### config.mk
export PLATFORM = sky130hd
export DESIGN_NAME = offset_trim_sar
export DESIGN_NICKNAME = d
export VERILOG_FILES = /design/src/rtl/sac_pkg.sv /design/src/rtl/sac_settle_timer.sv /design/src/rtl/sac_sequencer.sv /design/src/rtl/sac_code_reg.sv /design/src/rtl/offset_trim_sar.sv
export SDC_FILE = /design/constraint.sdc
export NUM_CORES = 1
export LEC_CHECK = 0
export BUFFER_PORTS_ARGS = -buffer_cell sky130_fd_sc_hd__buf_2
export CELL_PAD_IN_SITES_DETAIL_PLACEMENT = 1
export CELL_PAD_IN_SITES_GLOBAL_PLACEMENT = 2
export CORE_UTILIZATION = 34
export DETAILED_ROUTE_END_ITERATION = 7
export PLACE_DENSITY = 0.8
export SYNTH_ARGS = -nofsm -noshare
export SYNTH_HDL_FRONTEND = slang
export SYNTH_SLANG_ARGS = --single-unit
### constraint.sdc
create_clock -name clk_i -period 3.3 [get_ports clk_i]
set_clock_uncertainty 0.15 [all_clocks]
set_input_delay 0.99 -clock clk_i [delete_from_list [all_inputs] [get_ports clk_i]]
set_output_delay 0.99 -clock clk_i [all_outputs]
set_load 0.01 [all_outputs]
### src/rtl/sac_pkg.sv
package sac_pkg;

    // Shortest settling wait the controller will ever apply per bit.
    localparam int unsigned SETTLE_MIN = 4;

    typedef enum logic {
        ST_IDLE = 1'b0,
        ST_RUN  = 1'b1
    } sac_state_e;

    // Control strobes passed from the sequencer to the datapath.
    typedef struct packed {
        logic capture;   // start accepted: clear word, raise MSB, load period
        logic decide;    // comparator is sampled for the bit under test
        logic advance;   // a lower bit follows: raise it and restart the wait
        logic finish;    // the LSB has just been decided
    } sac_ctrl_t;

    function automatic logic [15:0] clamp_settle(input logic [15:0] req);
        return (req < 16'(SETTLE_MIN)) ? 16'(SETTLE_MIN) : req;
    endfunction

endpackage

### src/rtl/sac_settle_timer.sv
module sac_settle_timer
    import sac_pkg::*;
#(
    parameter int unsigned CNT_W = 8
) (
    input  logic             clk_i,
    input  logic             rst_i,
    input  sac_ctrl_t        ctrl_i,
    input  logic             run_i,
    input  logic [CNT_W-1:0] settle_i,
    output logic             expire_o
);

    localparam logic [CNT_W-1:0] ONE = CNT_W'(1);

    logic [CNT_W-1:0] period_q;
    logic [CNT_W-1:0] cnt_q;
    logic [CNT_W-1:0] eff_settle;

    always_comb begin
        eff_settle = CNT_W'(clamp_settle(16'(settle_i)));
    end

    always_ff @(posedge clk_i) begin
        if (rst_i) begin
            period_q <= CNT_W'(SETTLE_MIN);
            cnt_q    <= '0;
        end else if (ctrl_i.capture) begin
            period_q <= eff_settle;
            cnt_q    <= eff_settle - ONE;
        end else if (ctrl_i.advance) begin
            cnt_q    <= period_q - ONE;
        end else if (run_i && cnt_q != '0) begin
            cnt_q    <= cnt_q - ONE;
        end
    end

    assign expire_o = run_i && (cnt_q == '0);

    // the wait counts down by one per clock while a bit settles
    a_r5_count_down: assert property (@(posedge clk_i) disable iff (rst_i)
        (run_i && cnt_q != '0 && !ctrl_i.capture && !ctrl_i.advance)
            |=> (cnt_q == $past(cnt_q) - ONE));

    // the period never drops below the minimum wait
    a_r5_min_period: assert property (@(posedge clk_i) disable iff (rst_i)
        period_q >= CNT_W'(SETTLE_MIN));

endmodule

### src/rtl/sac_sequencer.sv
module sac_sequencer
    import sac_pkg::*;
#(
    parameter int unsigned CODE_W = 10,
    parameter int unsigned IDX_W  = (CODE_W > 1) ? $clog2(CODE_W) : 1
) (
    input  logic             clk_i,
    input  logic             rst_i,
    input  logic             start_i,
    input  logic             expire_i,
    output sac_ctrl_t        ctrl_o,
    output logic [IDX_W-1:0] ptr_o,
    output logic             busy_o,
    output logic             done_o
);

    localparam logic [IDX_W-1:0] MSB_IDX = IDX_W'(CODE_W - 1);

    sac_state_e       state_q;
    logic [IDX_W-1:0] ptr_q;
    logic             done_q;

    always_comb begin
        ctrl_o.capture = (state_q == ST_IDLE) && start_i;
        ctrl_o.decide  = (state_q == ST_RUN) && expire_i;
        ctrl_o.advance = ctrl_o.decide && (ptr_q != '0);
        ctrl_o.finish  = ctrl_o.decide && (ptr_q == '0);
    end

    always_ff @(posedge clk_i) begin
        if (rst_i) begin
            state_q <= ST_IDLE;
            ptr_q   <= MSB_IDX;
            done_q  <= 1'b0;
        end else begin
            done_q <= ctrl_o.finish;
            if (ctrl_o.capture) begin
                state_q <= ST_RUN;
                ptr_q   <= MSB_IDX;
            end else if (ctrl_o.advance) begin
                ptr_q   <= ptr_q - IDX_W'(1);
            end else if (ctrl_o.finish) begin
                state_q <= ST_IDLE;
            end
        end
    end

    assign ptr_o  = ptr_q;
    assign busy_o = (state_q == ST_RUN);
    assign done_o = done_q;

    // done lasts a single cycle
    a_r6_done_pulse: assert property (@(posedge clk_i) disable iff (rst_i)
        done_o |=> !done_o);

    // done and busy never overlap
    a_r6_exclusive: assert property (@(posedge clk_i) disable iff (rst_i)
        !(done_o && busy_o));

    // a start during a run leaves the bit pointer walking downward
    a_r8_no_restart: assert property (@(posedge clk_i) disable iff (rst_i)
        (busy_o && start_i && !ctrl_o.decide) |=> (ptr_o == $past(ptr_o)));

endmodule

### src/rtl/sac_code_reg.sv
module sac_code_reg
    import sac_pkg::*;
#(
    parameter int unsigned CODE_W = 10,
    parameter int unsigned IDX_W  = (CODE_W > 1) ? $clog2(CODE_W) : 1
) (
    input  logic              clk_i,
    input  logic              rst_i,
    input  sac_ctrl_t         ctrl_i,
    input  logic [IDX_W-1:0]  ptr_i,
    input  logic              comp_i,
    output logic [CODE_W-1:0] code_o
);

    logic [CODE_W-1:0] code_q;

    for (genvar i = 0; i < CODE_W; i++) begin : g_bit
        logic under_test;
        logic next_up;

        assign under_test = (ptr_i == IDX_W'(i));

        if (i < CODE_W - 1) begin : g_low
            assign next_up = ctrl_i.advance && (ptr_i == IDX_W'(i + 1));
        end else begin : g_top
            assign next_up = 1'b0;
        end

        always_ff @(posedge clk_i) begin
            if (rst_i) begin
                code_q[i] <= 1'b0;
            end else if (ctrl_i.capture) begin
                code_q[i] <= (i == CODE_W - 1);
            end else if (ctrl_i.decide && under_test && comp_i) begin
                code_q[i] <= 1'b0;
            end else if (next_up) begin
                code_q[i] <= 1'b1;
            end
        end
    end

    assign code_o = code_q;

    // a bit that sees comp=1 at its decision is dropped
    a_r4_clear_on_high: assert property (@(posedge clk_i) disable iff (rst_i)
        (ctrl_i.decide && comp_i) |=> (code_o[$past(ptr_i)] == 1'b0));

    // a bit that sees comp=0 at its decision is kept
    a_r4_keep_on_low: assert property (@(posedge clk_i) disable iff (rst_i)
        (ctrl_i.decide && !comp_i) |=> (code_o[$past(ptr_i)] == 1'b1));

endmodule

### src/rtl/offset_trim_sar.sv
module offset_trim_sar
    import sac_pkg::*;
#(
    parameter int unsigned CODE_W = 10,
    parameter int unsigned CNT_W  = 8
) (
    input  logic              clk_i,
    input  logic              rst_i,
    input  logic              start_i,
    input  logic              comp_i,
    input  logic [CNT_W-1:0]  settle_i,
    output logic [CODE_W-1:0] code_o,
    output logic              busy_o,
    output logic              done_o
);

    localparam int unsigned IDX_W = (CODE_W > 1) ? $clog2(CODE_W) : 1;

    sac_ctrl_t        ctrl;
    logic [IDX_W-1:0] ptr;
    logic             expire;
    logic             busy;

    sac_sequencer #(.CODE_W(CODE_W), .IDX_W(IDX_W)) u_seq (
        .clk_i    (clk_i),
        .rst_i    (rst_i),
        .start_i  (start_i),
        .expire_i (expire),
        .ctrl_o   (ctrl),
        .ptr_o    (ptr),
        .busy_o   (busy),
        .done_o   (done_o)
    );

    sac_settle_timer #(.CNT_W(CNT_W)) u_timer (
        .clk_i    (clk_i),
        .rst_i    (rst_i),
        .ctrl_i   (ctrl),
        .run_i    (busy),
        .settle_i (settle_i),
        .expire_o (expire)
    );

    sac_code_reg #(.CODE_W(CODE_W), .IDX_W(IDX_W)) u_code (
        .clk_i  (clk_i),
        .rst_i  (rst_i),
        .ctrl_i (ctrl),
        .ptr_i  (ptr),
        .comp_i (comp_i),
        .code_o (code_o)
    );

    assign busy_o = busy;

    // Bits strictly below the bit under test.
    logic [CODE_W-1:0] below_m;
    for (genvar i = 0; i < CODE_W; i++) begin : g_below
        assign below_m[i] = (IDX_W'(i) < ptr);
    end

    // nothing below the bit under test is set during a run
    a_r3_low_bits_clear: assert property (@(posedge clk_i) disable iff (rst_i)
        busy_o |-> ((code_o & below_m) == '0));

    // idle and no start means the word holds
    a_r7_hold_idle: assert property (@(posedge clk_i) disable iff (rst_i)
        (!busy_o && !start_i) |=> $stable(code_o));

    // an accepted start yields busy with only the MSB set
    a_r2_start_msb: assert property (@(posedge clk_i) disable iff (rst_i)
        (!busy_o && start_i) |=> (busy_o && code_o == (CODE_W'(1) << (CODE_W - 1))));

endmodule

# Word-level counts from Yosys, hierarchy flattened

Index checks and enable logic that the tools add are counted.

Order comparisons: 1
Shift operators: 0
Equal/unequal tests: 10
Bitwise gates (word level): 1
Muxes and demuxes: 9
Add/subtract/negate cells: 4
Divide/modulo/power cells: 0
Multiply operators: 0
Reduce and logical (&&, ||, !) cells: 52

Operator list:

| cell                                                                         | number |
|---|---|
| 1-bit logical AND                                                            | 34 |
| 8-bit two-way mux                                                            | 4 |
| 3-bit OR reduction                                                           | 9 |
| 8-bit by 1-bit subtractor with 8-bit output, second input constant           | 3 |
| 4-bit by 3-bit == test with 1-bit output, second input constant              | 4 |
| 4-bit by 2-bit == test with 1-bit output, second input constant              | 2 |
| 4-bit == test, second input constant                                         | 2 |
| 8-bit logical NOT                                                            | 1 |
| 8-bit by 3-bit less-than comparator with 1-bit output, second input constant | 1 |
| 8-bit nonzero test                                                           | 1 |
| 1-bit two-way mux                                                            | 5 |
| 4-bit by 1-bit == test with 1-bit output, second input constant              | 1 |
| 4-bit logical NOT                                                            | 1 |
| 2-bit nonzero test                                                           | 2 |
| 4-bit nonzero test                                                           | 1 |
| 4-bit by 1-bit subtractor with 4-bit output, second input constant           | 1 |
| 3-bit nonzero test                                                           | 1 |
| 2-bit inequality test, second input constant                                 | 1 |
| 2-bit AND reduction                                                          | 1 |
| 2-bit OR reduction                                                           | 1 |
| 1-bit NOT                                                                    | 1 |

Logic and storage cells: 92
Bits in latches: 0
Input port bits: 12
Flip-flop bits (word level): 32
Memory bits (read-only): 0
Bits in writable memories: 0
Output and inout port bits: 12
Memories: 0

# Longest topological paths before layout

Gate-level depths: netlist (run 1).

Depth after elaboration: 7
Mapped depth: 11
Mapped depth without buffers: 10

# Hierarchy

Synthesis (run 1) repeated with hierarchy kept, for this count alone.

Cells, all modules: 190
Area total of the unflattened synthesis: 1697.9 µm²

Modules (own cells, without submodules):

| module           | area each (µm²) | instances | seq. area each (µm²) | cells an instance |
|---|---|---|---|---|
| sac_settle_timer | 943.4           | 1         | 320.3                | 111 |
| sac_code_reg     | 469.2           | 1         | 200.2                | 45 |
| sac_sequencer    | 285.3           | 1         | 120.1                | 34 |

# Worst setup path after synthesis (run 1)

OpenSTA, ideal clock, no wires.

Path type: input to register
From: in settle_i[7]
To: reg u_timer.cnt_q[5]
Stages: 6
Required time: 3.059 ns
Setup time: 0.091 ns
Buffers on the path: 0
Slack: 0.365 ns
Arrival time: 2.694 ns
Cells stage by stage: nor4_2 a21oi_2 a22o_2 or4_4 or3_1 a311oi_1

Longest elaborated chain between the ends: 4

Ends and longest elaborated chain:

| element                                               | line                   | RTL |
|---|---|---|
| start: declaration                                    | offset_trim_sar.sv:11  | `input logic [CNT_W-1:0] settle_i,` |
| 8-bit by 3-bit less-than comparator with 1-bit output | sac_pkg.sv:20          | `return (req < 16'(SETTLE_MIN)) ? 16'(SETTLE_MIN) : req;` |
| 8-bit two-way mux                                     | sac_pkg.sv:20          |  |
| 8-bit by 1-bit subtractor with 8-bit output           | sac_settle_timer.sv:30 | `cnt_q <= eff_settle - ONE;` |
| 8-bit two-way mux                                     | sac_settle_timer.sv:28 | `end else if (ctrl_i.capture) begin` |
| end signal: assignment                                | sac_settle_timer.sv:30 |  |
| end signal: assignment                                | sac_settle_timer.sv:32 | `cnt_q <= period_q - ONE;` |
| end signal: assignment                                | sac_settle_timer.sv:34 | `cnt_q <= cnt_q - ONE;` |
| end: declaration                                      | sac_settle_timer.sv:17 | `logic [CNT_W-1:0] cnt_q;` |

Every way passes these cells.
A chain may end at the register's enable or synchronous reset.

# Worst setup path after layout (run 1)

From: in settle_i[7]
To: reg u_timer.cnt_q[6]

The elaborated chain is that of the path after synthesis.

==> results of run 1 <==
==> stage by stage <==
| step | std cells | hold WS, ns | utilization (%) |
|---|---|---|---|
| 2_1_floorplan | 196 | 0.287 | - |
| 3_3_place_gp | 280 | 0.296 | 38.9 |
| 3_5_place_dp | 280 | 0.300 | 38.9 |
| 4_1_cts | 288 | 0.309 | 40.8 |
| 5_1_grt | 288 | 0.336 | 40.8 |
| 6_report | 288 | 0.309 | 40.8 |
==> cell type report <==
cell class	count	area (um2)
tap	67	83.8
clock buffer	8	90.1
sequential	32	641
multi-input combinational	149	970
timing repair buffer	28	153
inverter	4	15.0
fill	581	2830
==> placed cells by master, fill, tap and decap left out, types with 3 or more instances in the layout <==
cell       n
a21oi_1   14
a211oi_1  11
ha_1       5
xnor2_1    5
buf_2     23
nand2_1   20
o21ai_0    7
nor4_1     3
nor3_1     6
dfxtp_1   32
nor2_1    26
nor2b_1    3
buf_4      5
inv_1      4
nand2b_1   6
clkbuf_8   6
or4_4      4
a31oi_1    8
==> kinds of logic after synthesis <==
| logic type | after synthesis | share of synthesized area (%) |
|---|---|---|
| adders and majority gates | 5 | 3.66 |
| and+or+nand+nor | 82 | 26.9 |
| AOI/OAI and AO/OA | 54 | 22.0 |
| buffers and inverters | 15 | 5.71 |
| muxes | 2 | 1.17 |
| xor gates and xnor gates | 6 | 3.08 |
| DFF | 32 | 37.5 |
==> per-layer routing <==
layer  part of all wire, %  vias to the layer above
li1                      -                      747
met1                    45                      727
met4                   2.2                        0
met2                    49                       32
met5                     0                        -
met3                   3.8                       12
==> state kept, by name (all words and copies together), names as in the netlist <==
name / count
u_timer.period_q: 8
u_seq.busy_o: 1
u_seq.ptr_o: 4
u_code.code_o: 10
u_seq.done_o: 1
u_timer.cnt_q: 8
==> power groups by stage <==
stage	combinational [mW]	sequential, mW	clock [mW]
after floorplan	0.147	0.430	0
after global placement	0.186	0.434	0
after detailed placement	0.190	0.436	0
after CTS	0.191	0.427	0.320
after global routing	0.213	0.430	0.336
final	0.191	0.427	0.312
==> worst paths after layout <==
| path | start | to | cells after the start |
|---|---|---|---|
| worst max-delay path | settle_i[7] | u_timer.cnt_q[6]$_SDFFE_PP0P_ | 10 |
| worst min-delay path | u_timer.period_q[7]$_SDFFE_PP0P_ | u_timer.period_q[7]$_SDFFE_PP0P_ | 2 |
| worst max register to register | u_seq.ptr_o[0]$_SDFFE_PP1N_ | u_timer.cnt_q[6]$_SDFFE_PP0P_ | 10 |
| worst min register to register | u_timer.period_q[7]$_SDFFE_PP0P_ | u_timer.period_q[7]$_SDFFE_PP0P_ | 2 |
==> tightest hold or removal path, delay by kind of cell, from the launching register on <==
family           cells  cell delay [ns]
AO/OA/AOI/OAI        1             0.05
AND/OR/NAND/NOR      1             0.05
flip-flops           1             0.31
==> impl_summary.txt, run 1 <==
----------------------------------------------------
[Run status]
  Result of the run ... finished clean

[Timing]
  Setup repair after global routing missed its margin ... false
  Max transition margin ... 46.6%
  Setup slack of the critical path after layout ... 0.323 ns
  Maximum clock frequency ... 336 MHz
  Worst slew pin tran ... 0.802 ns
  Final Hold Vio Count ... 0
  Final critical-path required period ... 2.98 ns
  Part of the cycle the worst path needs ... 90.2%
  Final setup TNS ... 0 ns
  Max-slew violation count ... 0
  Final setup violation count ... 0

[Global route]
  Met3 Track Usage GR ... 4.70%
  Met2 GRT Util ... 33.6%
  Overall track demand over capacity in global routing ... 19.6%
  Maximum number of pins on one net before global-route repair ... 23
  Peak-usage layer in the global routing report ... met2
  Met1 GRT Util ... 23.4%
  Global-route wire length before repair ... 7810 um
  Via count of the first global-routing pass ... 1606
  Global route overflow ... 0
  Antenna violations before repair ... 0

[Place]
  Area of placed instances ... 1860 um2
  HPWL after detailed placement ... 3520 um
  Number of I/O port buffers ... 23
  GP Congestion ... 0.804
  Dpl ws ... 0.0557 ns

[Floorplan]
  Die width ... 72.9 um
  Row count ... 25
  Initial standard-cell utilization of the core ... 35.7%
  Die Y-Extent ... 72.9 um
  I/O pin cnt ... 24
  Die Outline Area ... 5310 um2
  Core area ... 4790 um2

[Pwr]
  Combinational fraction of design power ... 20.5%
  Clock Power Share ... 33.5%
  Leakage power summed over all cells ... 0.764 nW
  Worst vdd rail ir drop ... 0.000172 V
  Overall power consumption ... 0.930 mW
  Share of power burned in registers ... 45.9%
  Power per standard cell area ... 476 nW/um2
  Psw ... 0.270 mW
  Switching part of the total power ... 29.1%
  Internal Pwr Total ... 0.659 mW

[Yosys]
  Dominant cell type by area after synthesis ... dfxtp_1
  Flip-flop cell with the highest count after synthesis ... dfxtp_1
  Post-synthesis instance area ... 1710 um2
  Number of flip-flops and latches in the synthesized netlist ... 32
  Dominant cell by count in the synthesized netlist ... dfxtp_1
  Number of enable-type register cells in the synthesized netlist ... 0
  Yosys Warn Count ... 0
  Synth cell count leaders ... dfxtp_1 (32), nor2_1 (26), nand2_1 (20)
  Average footprint of a synthesized cell ... 8.71 um2
  Synthesized netlist net count ... 213
  Leading cell types by total area after synthesis ... dfxtp_1 (38%), nor2_1 (5.7%), a211oi_1 (4.8%)
  Ys async rst share ... 0%
  Share of synthesized area occupied by flip-flops and latches ... 37.5%
  Count of mapped cells out of synthesis ... 196
  Fraction of post-synthesis cell area in the top cell type by area ... 37.5%
  Number of distinct library cell variants in the gate-level netlist after synthesis ... 48

[Critical path]
  Kind of cell adding the most delay to the critical path ... compound AO/OA/AOI/OAI gates
  Cells along the critical path ... buf_2, nor4_2, a21oi_2, a22o_1, a31oi_1, ha_1, inv_1, nor4_1, xnor2_1, a211oi_1
  Kind of start point of the critical path ... input pin
  Biggest cell delay along the critical path ... 0.34 ns
  Slowest-stage cell, CP ... nor4_1
  Capturing element type of the critical path ... flop
  Worst path bufs/invs ... 2
  Kind of critical path ... in2reg
  Worst reg2reg setup slack ... 0.62 ns
  Worst-path fanout max ... 6
  Arrival time at the worst endpoint ... 3.01 ns
  Data required time of the worst path ... 3.34 ns

[Clocking]
  Number of hold buffers added after CTS ... 0
  Clock Sink Count ... 32
  Maximum count of clock buffers along a single path ... 2
  Number of buffers added for setup after CTS ... 0
  Clock latency of the later-clocked register in the worst-skew pair ... 0.28 ns
  Worst-path clk slew ... 0.07 ns
  CTS tree ... done
  Deepest level of the CTS H-tree ... 2
  Number of clock buffers inserted by TritonCTS ... 5
  Clock tree root driver cell ... clkbuf_8
  Number of cells upsized or downsized after cts ... 0

[Final layout]
  Layout Nets ... 237
  Layout Area Growth over Synthesis ... 14.3%
  Ratio of cells with drive above 1 in the final layout ... 23.5%
  Antenna fix cells ... 0
  Final cell area excluding filler cells ... 1950 um2

[Flow run]
  MaxCap Viol Count ... 0

[Detailed routing]
  Routed Wire Length ... 4610 um
  Remaining antenna violation count ... 0
  Router iterations before antenna repair ... 4
  Total via count in the routed design ... 1518
  Iter 0 DRT Violations ... 94
  Detailed-route wire length per cell ... 16.0 um
  Detailed-route vias per instance ... 5.27
  Count of unresolved DRC violations after routing ... 0

[Hold path]
  Class of the tightest hold or removal check ... reg2reg

----------------------------------------------------
Note: power is estimated with default switching activity, not from simulation.
==> inputs of run 2 (changes only) <==
--- a/config.mk
+++ b/config.mk
@@ -5,12 +5,14 @@
 export SDC_FILE = /design/constraint.sdc
 export NUM_CORES = 1
 export LEC_CHECK = 0
+export ABC_AREA = 1
 export BUFFER_PORTS_ARGS = -buffer_cell sky130_fd_sc_hd__buf_2
 export CELL_PAD_IN_SITES_DETAIL_PLACEMENT = 1
 export CELL_PAD_IN_SITES_GLOBAL_PLACEMENT = 2
-export CORE_UTILIZATION = 34
+export CORE_UTILIZATION = 31
 export DETAILED_ROUTE_END_ITERATION = 7
-export PLACE_DENSITY = 0.8
+export PLACE_DENSITY = 0.79
+export SKIP_CTS_REPAIR_TIMING = 1
 export SYNTH_ARGS = -nofsm -noshare
 export SYNTH_HDL_FRONTEND = slang
 export SYNTH_SLANG_ARGS = --single-unit
==> run 2 against run 1 <==
Cell count is 20% higher; clock power is 6% lower; non-clock buffer count fell by 4; via count rose by 6.3%; sequential power is 1% lower; synthesized cell count up 28%; count of clock-buffer cells in the layout decreased by 2; fmax up 21%; first-iteration DRC count shrank 49%.
==> impl_summary.txt, run 2 <==
----------------------------------------------------
[Run status]
  Result of the run ... finished clean

[Critical path]
  Cells along the critical path ... buf_2, nor2_1, nand4_1, nand3_1, a21boi_2, ha_1, inv_1, nor2_1, nand2_2, o21ai_1, a21oi_2
  Data required time of the worst path ... 3.33 ns (about the same)
  Worst-path fanout max ... 3 (-3)
  Kind of start point of the critical path ... input pin
  Dominant cell type by count on the critical path ... nor2_1
  Biggest cell delay along the critical path ... 0.20 ns (-0.14 ns)
  Worst path bufs/invs ... 2 (unchanged)
  Slowest-stage cell, CP ... a21boi_2
  Kind of cell adding the most delay to the critical path ... simple AND/OR/NAND/NOR gates
  Kind of critical path ... in2reg
  Arrival time at the worst endpoint ... 2.48 ns (-0.53 ns)
  Capturing element type of the critical path ... flop

[Yosys]
  Fraction of post-synthesis cell area in the top cell type by area ... 36.8% (-0.75 points)
  Ys async rst share ... 0% (unchanged)
  Synthesized netlist net count ... 267 (+25%)
  Yosys Warn Count ... 0 (unchanged)
  Dominant cell type by area after synthesis ... dfxtp_1
  Flip-flop cell with the highest count after synthesis ... dfxtp_1
  Share of synthesized area occupied by flip-flops and latches ... 36.8% (-0.75 points)
  Number of enable-type register cells in the synthesized netlist ... 0 (unchanged)
  Number of flip-flops and latches in the synthesized netlist ... 32 (unchanged)
  Number of distinct library cell variants in the gate-level netlist after synthesis ... 31 (-35%)
  Dominant cell by count in the synthesized netlist ... nand2_1
  Leading cell types by total area after synthesis ... dfxtp_1 (37%), nand2_1 (11%), inv_1 (9.5%)
  Post-synthesis instance area ... 1740 um2 (+2.1%)
  Synth cell count leaders ... nand2_1 (49), inv_1 (44), dfxtp_1 (32)
  Count of mapped cells out of synthesis ... 250 (+28%)
  Average footprint of a synthesized cell ... 6.97 um2 (-20%)

[Floorplan]
  I/O pin cnt ... 24 (unchanged)
  Die Outline Area ... 5930 um2 (+12%)
  Row count ... 26 (+4.0%)
  Die width ... 77.0 um (+5.6%)
  Initial standard-cell utilization of the core ... 33.1% (-2.6 points)
  Core area ... 5270 um2 (+10%)
  Die Y-Extent ... 77.0 um (+5.6%)

[Detailed routing]
  Met1 wire length ... 2540 um (+22%)
  Detailed-route wire length per cell ... 13.4 um (-16%)
  DR WL met3 ... 124 um (-29%)
  Iter 0 DRT Violations ... 48 (-49%)
  Met2 routed WL ... 1910 um (-15%)
  Remaining antenna violation count ... 0 (unchanged)
  Routed Wire Length ... 4640 um (+0.72%)
  Total via count in the routed design ... 1614 (+6.3%)
  Count of unresolved DRC violations after routing ... 0 (unchanged)
  Top layer in use ... met4
  Detailed-route vias per instance ... 4.66 (-11%)
  Router iterations before antenna repair ... 4 (unchanged)

[Clocking]
  Worst-path clk slew ... 0.07 ns (about the same)
  Maximum count of clock buffers along a single path ... 2 (unchanged)
  Clock tree root driver cell ... clkbuf_8
  CTS tree ... done
  Clock Sink Count ... 32 (unchanged)
  Deepest level of the CTS H-tree ... 2 (unchanged)
  Clock latency of the later-clocked register in the worst-skew pair ... 0.28 ns (about the same)
  Number of clock buffers inserted by TritonCTS ... 5 (unchanged)

[Hold path]
  Class of the tightest hold or removal check ... reg2reg

[Place]
  Number of I/O port buffers ... 23 (unchanged)
  HPWL after detailed placement ... 3620 um (+3.0%)
  GP Congestion ... 0.808 (+0.49%)
  Dpl ws ... 0.564 ns (+0.509 ns)

[Timing]
  Maximum clock frequency ... 408 MHz (+21%)
  Part of the cycle the worst path needs ... 74.3% (-16 points)
  Final setup TNS ... 0 ns (unchanged)
  Setup slack of the critical path after layout ... 0.847 ns (+0.523 ns)
  Max-slew violation count ... 0 (unchanged)
  Setup repair after global routing missed its margin ... false
  Max transition margin ... 76.7% (+30 points)
  Final Hold Vio Count ... 0 (unchanged)
  Worst slew pin tran ... 0.349 ns (-0.453 ns)
  Final setup violation count ... 0 (unchanged)
  Final critical-path required period ... 2.45 ns (-0.523 ns)

[Global route]
  Via count of the first global-routing pass ... 1678 (+4.5%)
  Global route overflow ... 0 (unchanged)
  Overall track demand over capacity in global routing ... 17.7% (-1.9 points)
  Global-route wire length before repair ... 8120 um (+4.0%)
  Maximum number of pins on one net before global-route repair ... 22 (-4.3%)
  Antenna violations before repair ... 0 (unchanged)

[Final layout]
  Antenna fix cells ... 0 (unchanged)
  Total of fill cells in the finished design ... 701 (+21%)
  Layout Area Growth over Synthesis ... 14.4% (about the same)
  Final design utilization ... 37.8% (-3.0 points)
  Ratio of cells with drive above 1 in the final layout ... 21.4% (-2.2 points)
  Sequential cell area in the final layout ... 641 um2 (unchanged)
  Multi-input combinational cell area ... 877 um2 (-9.5%)
  Flip-flop count of the largest register after layout ... 10 (unchanged)
  Commonest cells after routing, fill and taps aside ... nand2_1 (49), inv_1 (44), dfxtp_1 (32)
  Layout Nets ... 293 (+24%)
  Most common library cell in the layout ignoring fill and taps ... nand2_1

[Pwr]
  Overall power consumption ... 0.896 mW (-3.7%)
  Worst vdd rail ir drop ... 0.000165 V (-4.1%)
  Leakage power summed over all cells ... 0.956 nW (+25%)
  Power per standard cell area ... 449 nW/um2 (-5.7%)

[Flow run]
  MaxCap Viol Count ... 0 (unchanged)

----------------------------------------------------
==> run 2: cell types whose count changed in the layout (fill, tap and decap cells not counted), sizes merged, moves of 6 or more <==
| cell | change |
|---|---|
| a211oi | -12 |
| o21ai | +7 |
| nand2 | +41 |
| nand2b | -6 |
| inv | +44 |
| a31oi | -6 |
| nand3 | +14 |
| a221oi | +7 |
==> run 2: per-stage QoR <==
stage,cells,hold slack [ns],cell area (um2)
final,346,0.314,1990
after detailed placement,339,0.306,1920
after global placement,339,0.303,1920
after global routing,346,0.334,1990
after CTS,346,0.319,1990
after floorplan,250,0.291,1740
==> run 2: worst min-delay path, delay by kind of cell (launching register included) <==
family	cells	cell delay, ns
buf+inv	1	0.05
compound gates	1	0.06
flops	1	0.31
==> run 2: final timing paths <==
path | start | end | slack, ns | depth (start not counted)
setup / recovery | settle_i[4] | u_timer.cnt_q[6]$_SDFFE_PP0P_ | 0.85 | 11
setup reg to reg | u_seq.ptr_o[0]$_SDFFE_PP1N_ | u_timer.cnt_q[6]$_SDFFE_PP0P_ | 0.98 | 15
hold reg to reg | u_code.code_o[6]$_SDFFE_PP0P_ | u_code.code_o[6]$_SDFFE_PP0P_ | 0.31 | 2
hold / removal | u_code.code_o[6]$_SDFFE_PP0P_ | u_code.code_o[6]$_SDFFE_PP0P_ | 0.31 | 2
==> run 2: layout make-up <==
type | count | area share (%)
clock buffer | 6 | 3.64
clock inverter | 1 | 0.251
inverter | 50 | 9.42
multi-input combinational | 163 | 44.0
sequential | 32 | 32.1
tap | 70 | 4.39
timing repair buffer | 24 | 6.15
==> run 2: routing by layer <==
| layer | vias up | track usage, % |
|---|---|---|
| li1 | 844 | - |
| met1 | 742 | 25.0 |
| met2 | 23 | 26.9 |
| met3 | 5 | 3.21 |
| met4 | 0 | 6.23 |
| met5 | - | 0 |
==> run 2: where the power goes <==
group	total, mW	internal [mW]	leakage (nW)	switching, mW
logic	0.180	0.0584	0.653	0.121
clock network	0.294	0.143	0.0410	0.151
registers	0.422	0.408	0.262	0.0139
total	0.896	0.610	0.956	0.286
==> run 2: logic make-up after synthesis <==
family	Yosys count	share of synthesized area (%)
compound gates	48	17.3
simple gates	109	28.9
xor+xnor	1	0.503
buf+inv	55	12.9
flops	32	36.8
fa+ha+maj	5	3.59
==> inputs of run 3 (changes only) <==
==> constraint.sdc (replaced) <==
create_clock -name clk_i -period 2.5 [get_ports clk_i]
set_clock_uncertainty 0.15 [all_clocks]
set_input_delay 0.75 -clock clk_i [delete_from_list [all_inputs] [get_ports clk_i]]
set_output_delay 0.75 -clock clk_i [all_outputs]
set_load 0.01 [all_outputs]
==> run 3 against run 2 <==
Sequential power is 32% higher; global-route usage barely moved; largest power group unchanged; largest cell class unchanged; design area increased by 3.1%; register-to-register slack got worse by 0.73 ns; routed wire length is 2.4% higher.
==> impl_summary.txt, run 3 (synthesis results as in run 2) <==
----------------------------------------------------
[Run status]
  Result of the run ... finished clean

[Floorplan]
  Die Outline Area ... 5930 um2 (unchanged)
  Initial standard-cell utilization of the core ... 33.1% (unchanged)
  Row count ... 26 (unchanged)
  I/O pin cnt ... 24 (unchanged)
  Die width ... 77.0 um (unchanged)
  Core area ... 5270 um2 (unchanged)
  Die Y-Extent ... 77.0 um (unchanged)

[Detailed routing]
  Count of unresolved DRC violations after routing ... 0 (unchanged)
  Detailed-route vias per instance ... 4.66 (about the same)
  Router iterations before antenna repair ... 4 (unchanged)
  Total via count in the routed design ... 1637 (+1.4%)
  Detailed-route wire length per cell ... 13.5 um (+0.91%)
  Iter 0 DRT Violations ... 94 (+96%)
  Routed Wire Length ... 4750 um (+2.4%)
  Remaining antenna violation count ... 0 (unchanged)

[Final layout]
  Flip-flop count of the largest register after layout ... 10 (unchanged)
  Commonest cells after routing, fill and taps aside ... nand2_1 (49), inv_1 (44), dfxtp_1 (32)
  Total of fill cells in the finished design ... 710 (+1.3%)
  Sequential cell area in the final layout ... 641 um2 (unchanged)
  Multi-input combinational cell area ... 882 um2 (+0.57%)
  Layout Nets ... 298 (+1.7%)
  Antenna fix cells ... 0 (unchanged)
  Most common library cell in the layout ignoring fill and taps ... nand2_1
  Layout Area Growth over Synthesis ... 17.9%
  Ratio of cells with drive above 1 in the final layout ... 23.1% (+1.8 points)

[Timing]
  Final critical-path required period ... 2.25 ns
  Max transition margin ... 79.0% (+2.2 points)
  Max-slew violation count ... 0 (unchanged)
  Final setup violation count ... 0 (unchanged)
  Worst slew pin tran ... 0.313 ns (-0.0356 ns)
  Hold_ws ... 0.317 ns (+0.00341 ns)
  Maximum clock frequency ... 445 MHz
  Part of the cycle the worst path needs ... 90.0%
  Setup repair after global routing missed its margin ... false
  Final setup TNS ... 0 ns (unchanged)
  Final Hold Vio Count ... 0 (unchanged)

[Place]
  Number of I/O port buffers ... 23 (unchanged)
  HPWL after detailed placement ... 3730 um (+3.0%)
  GP Congestion ... 0.792 (-2.0%)

[Critical path]
  Arrival time at the worst endpoint ... 2.28 ns (-0.20 ns)
  Worst-path fanout max ... 8 (+5)
  Biggest cell delay along the critical path ... 0.40 ns (+0.20 ns)
  Data required time of the worst path ... 2.53 ns (-0.80 ns)
  Capturing element type of the critical path ... flop
  Kind of critical path ... reg2reg
  Slowest-stage cell, CP ... dfxtp_1
  Kind of cell adding the most delay to the critical path ... simple AND/OR/NAND/NOR gates
  Cells along the critical path ... inv_1, ha_1, nand2_2, nand2_4, o21ai_1, nand2_1, nand2_1, inv_2, ha_1, inv_1, nor2_1, nand2_2, o21ai_1, inv_1, a21oi_2
  Dominant cell type by count on the critical path ... inv_1
  Worst path bufs/invs ... 4 (+2)
  Kind of start point of the critical path ... flop

[Clocking]
  Worst-path clk slew ... 0.07 ns (about the same)
  Clock latency of the later-clocked register in the worst-skew pair ... 0.28 ns (about the same)
  Number of clock buffers inserted by TritonCTS ... 5 (unchanged)
  Maximum count of clock buffers along a single path ... 2 (unchanged)
  Clock tree root driver cell ... clkbuf_8
  CTS tree ... done
  Deepest level of the CTS H-tree ... 2 (unchanged)
  Clock Sink Count ... 32 (unchanged)

[Global route]
  Overall track demand over capacity in global routing ... 17.7% (-0.040 points)
  Maximum number of pins on one net before global-route repair ... 16 (-27%)
  Antenna violations before repair ... 0 (unchanged)
  Global route overflow ... 0 (unchanged)
  Via count of the first global-routing pass ... 1645 (-2.0%)
  Global-route wire length before repair ... 8150 um (+0.33%)

[Pwr]
  Leakage power summed over all cells ... 0.991 nW (+3.7%)
  Power per standard cell area ... 610 nW/um2 (+36%)
  Clock Power Share ... 35.6% (+2.7 points)
  Psw ... 0.384 mW (+34%)
  Share of power burned in registers ... 44.4% (-2.7 points)
  Combinational fraction of design power ... 19.9% (-0.2 points)
  Worst vdd rail ir drop ... 0.000241 V (+46%)
  Switching part of the total power ... 30.7% (-1.3 points)
  Internal Pwr Total ... 0.868 mW (+42%)

[Hold path]
  Class of the tightest hold or removal check ... reg2reg

[Flow run]
  MaxCap Viol Count ... 0 (unchanged)

----------------------------------------------------
## run 3: worst paths after layout
kind / slack, ns / from / depth (start not counted) / end
worst max register to register: 0.25 / u_seq.ptr_o[0]$_SDFFE_PP1N_ / 15 / u_timer.cnt_q[6]$_SDFFE_PP0P_
worst max-delay path: 0.25 / u_seq.ptr_o[0]$_SDFFE_PP1N_ / 15 / u_timer.cnt_q[6]$_SDFFE_PP0P_
worst min-delay path: 0.32 / u_code.code_o[2]$_SDFFE_PP0P_ / 2 / u_code.code_o[2]$_SDFFE_PP0P_
worst min register to register: 0.32 / u_code.code_o[2]$_SDFFE_PP0P_ / 2 / u_code.code_o[2]$_SDFFE_PP0P_
## run 3: layer usage
metal,share of wire (%),vias to the layer above,track usage [%]
li1,-,852,-
met1,54,759,25.8
met2,42,21,26.3
met3,2.9,5,3.33
met4,0.82,0,5.09
met5,0,-,0
## run 3: tightest hold or removal path, cell delays in order (launching register included)
cell	delay [ns]
dfxtp_1	0.31
inv_1	0.05
a221oi_1	0.06
## run 3: area by class of cell
type / instances / share of cell area [%]
Multi-Input combinational cell: 163 / 42.9
Timing Repair Buffer: 29 / 7.80
Inverter: 50 / 9.14
Sequential cell: 32 / 31.2
Clock buffer: 7 / 4.69
Tap cell: 70 / 4.26
## run 3: power by group through the flow
stage,Clock [mW],Sequential [mW],Combinational [mW]
global placement,0,0.567,0.248
global route,0.485,0.559,0.287
detailed placement,0,0.568,0.249
finish,0.446,0.556,0.250
floorplan,0,0.565,0.178
CTS,0.456,0.556,0.252
## run 3: per-stage QoR
stage / setup slack, ns / instances / power, mW / instance area (um2) / utilization, %
after floorplan: 0.388 / 250 / 0.742 / 1740 / -
after global placement: 0.0953 / 344 / 0.816 / 1950 / 37.1
after detailed placement: 0.0291 / 344 / 0.817 / 1950 / 37.1
after CTS: 0.210 / 351 / 1.26 / 2050 / 38.9
after global routing: 0.0340 / 351 / 1.33 / 2050 / 39.0
final: 0.251 / 351 / 1.25 / 2050 / 39.0
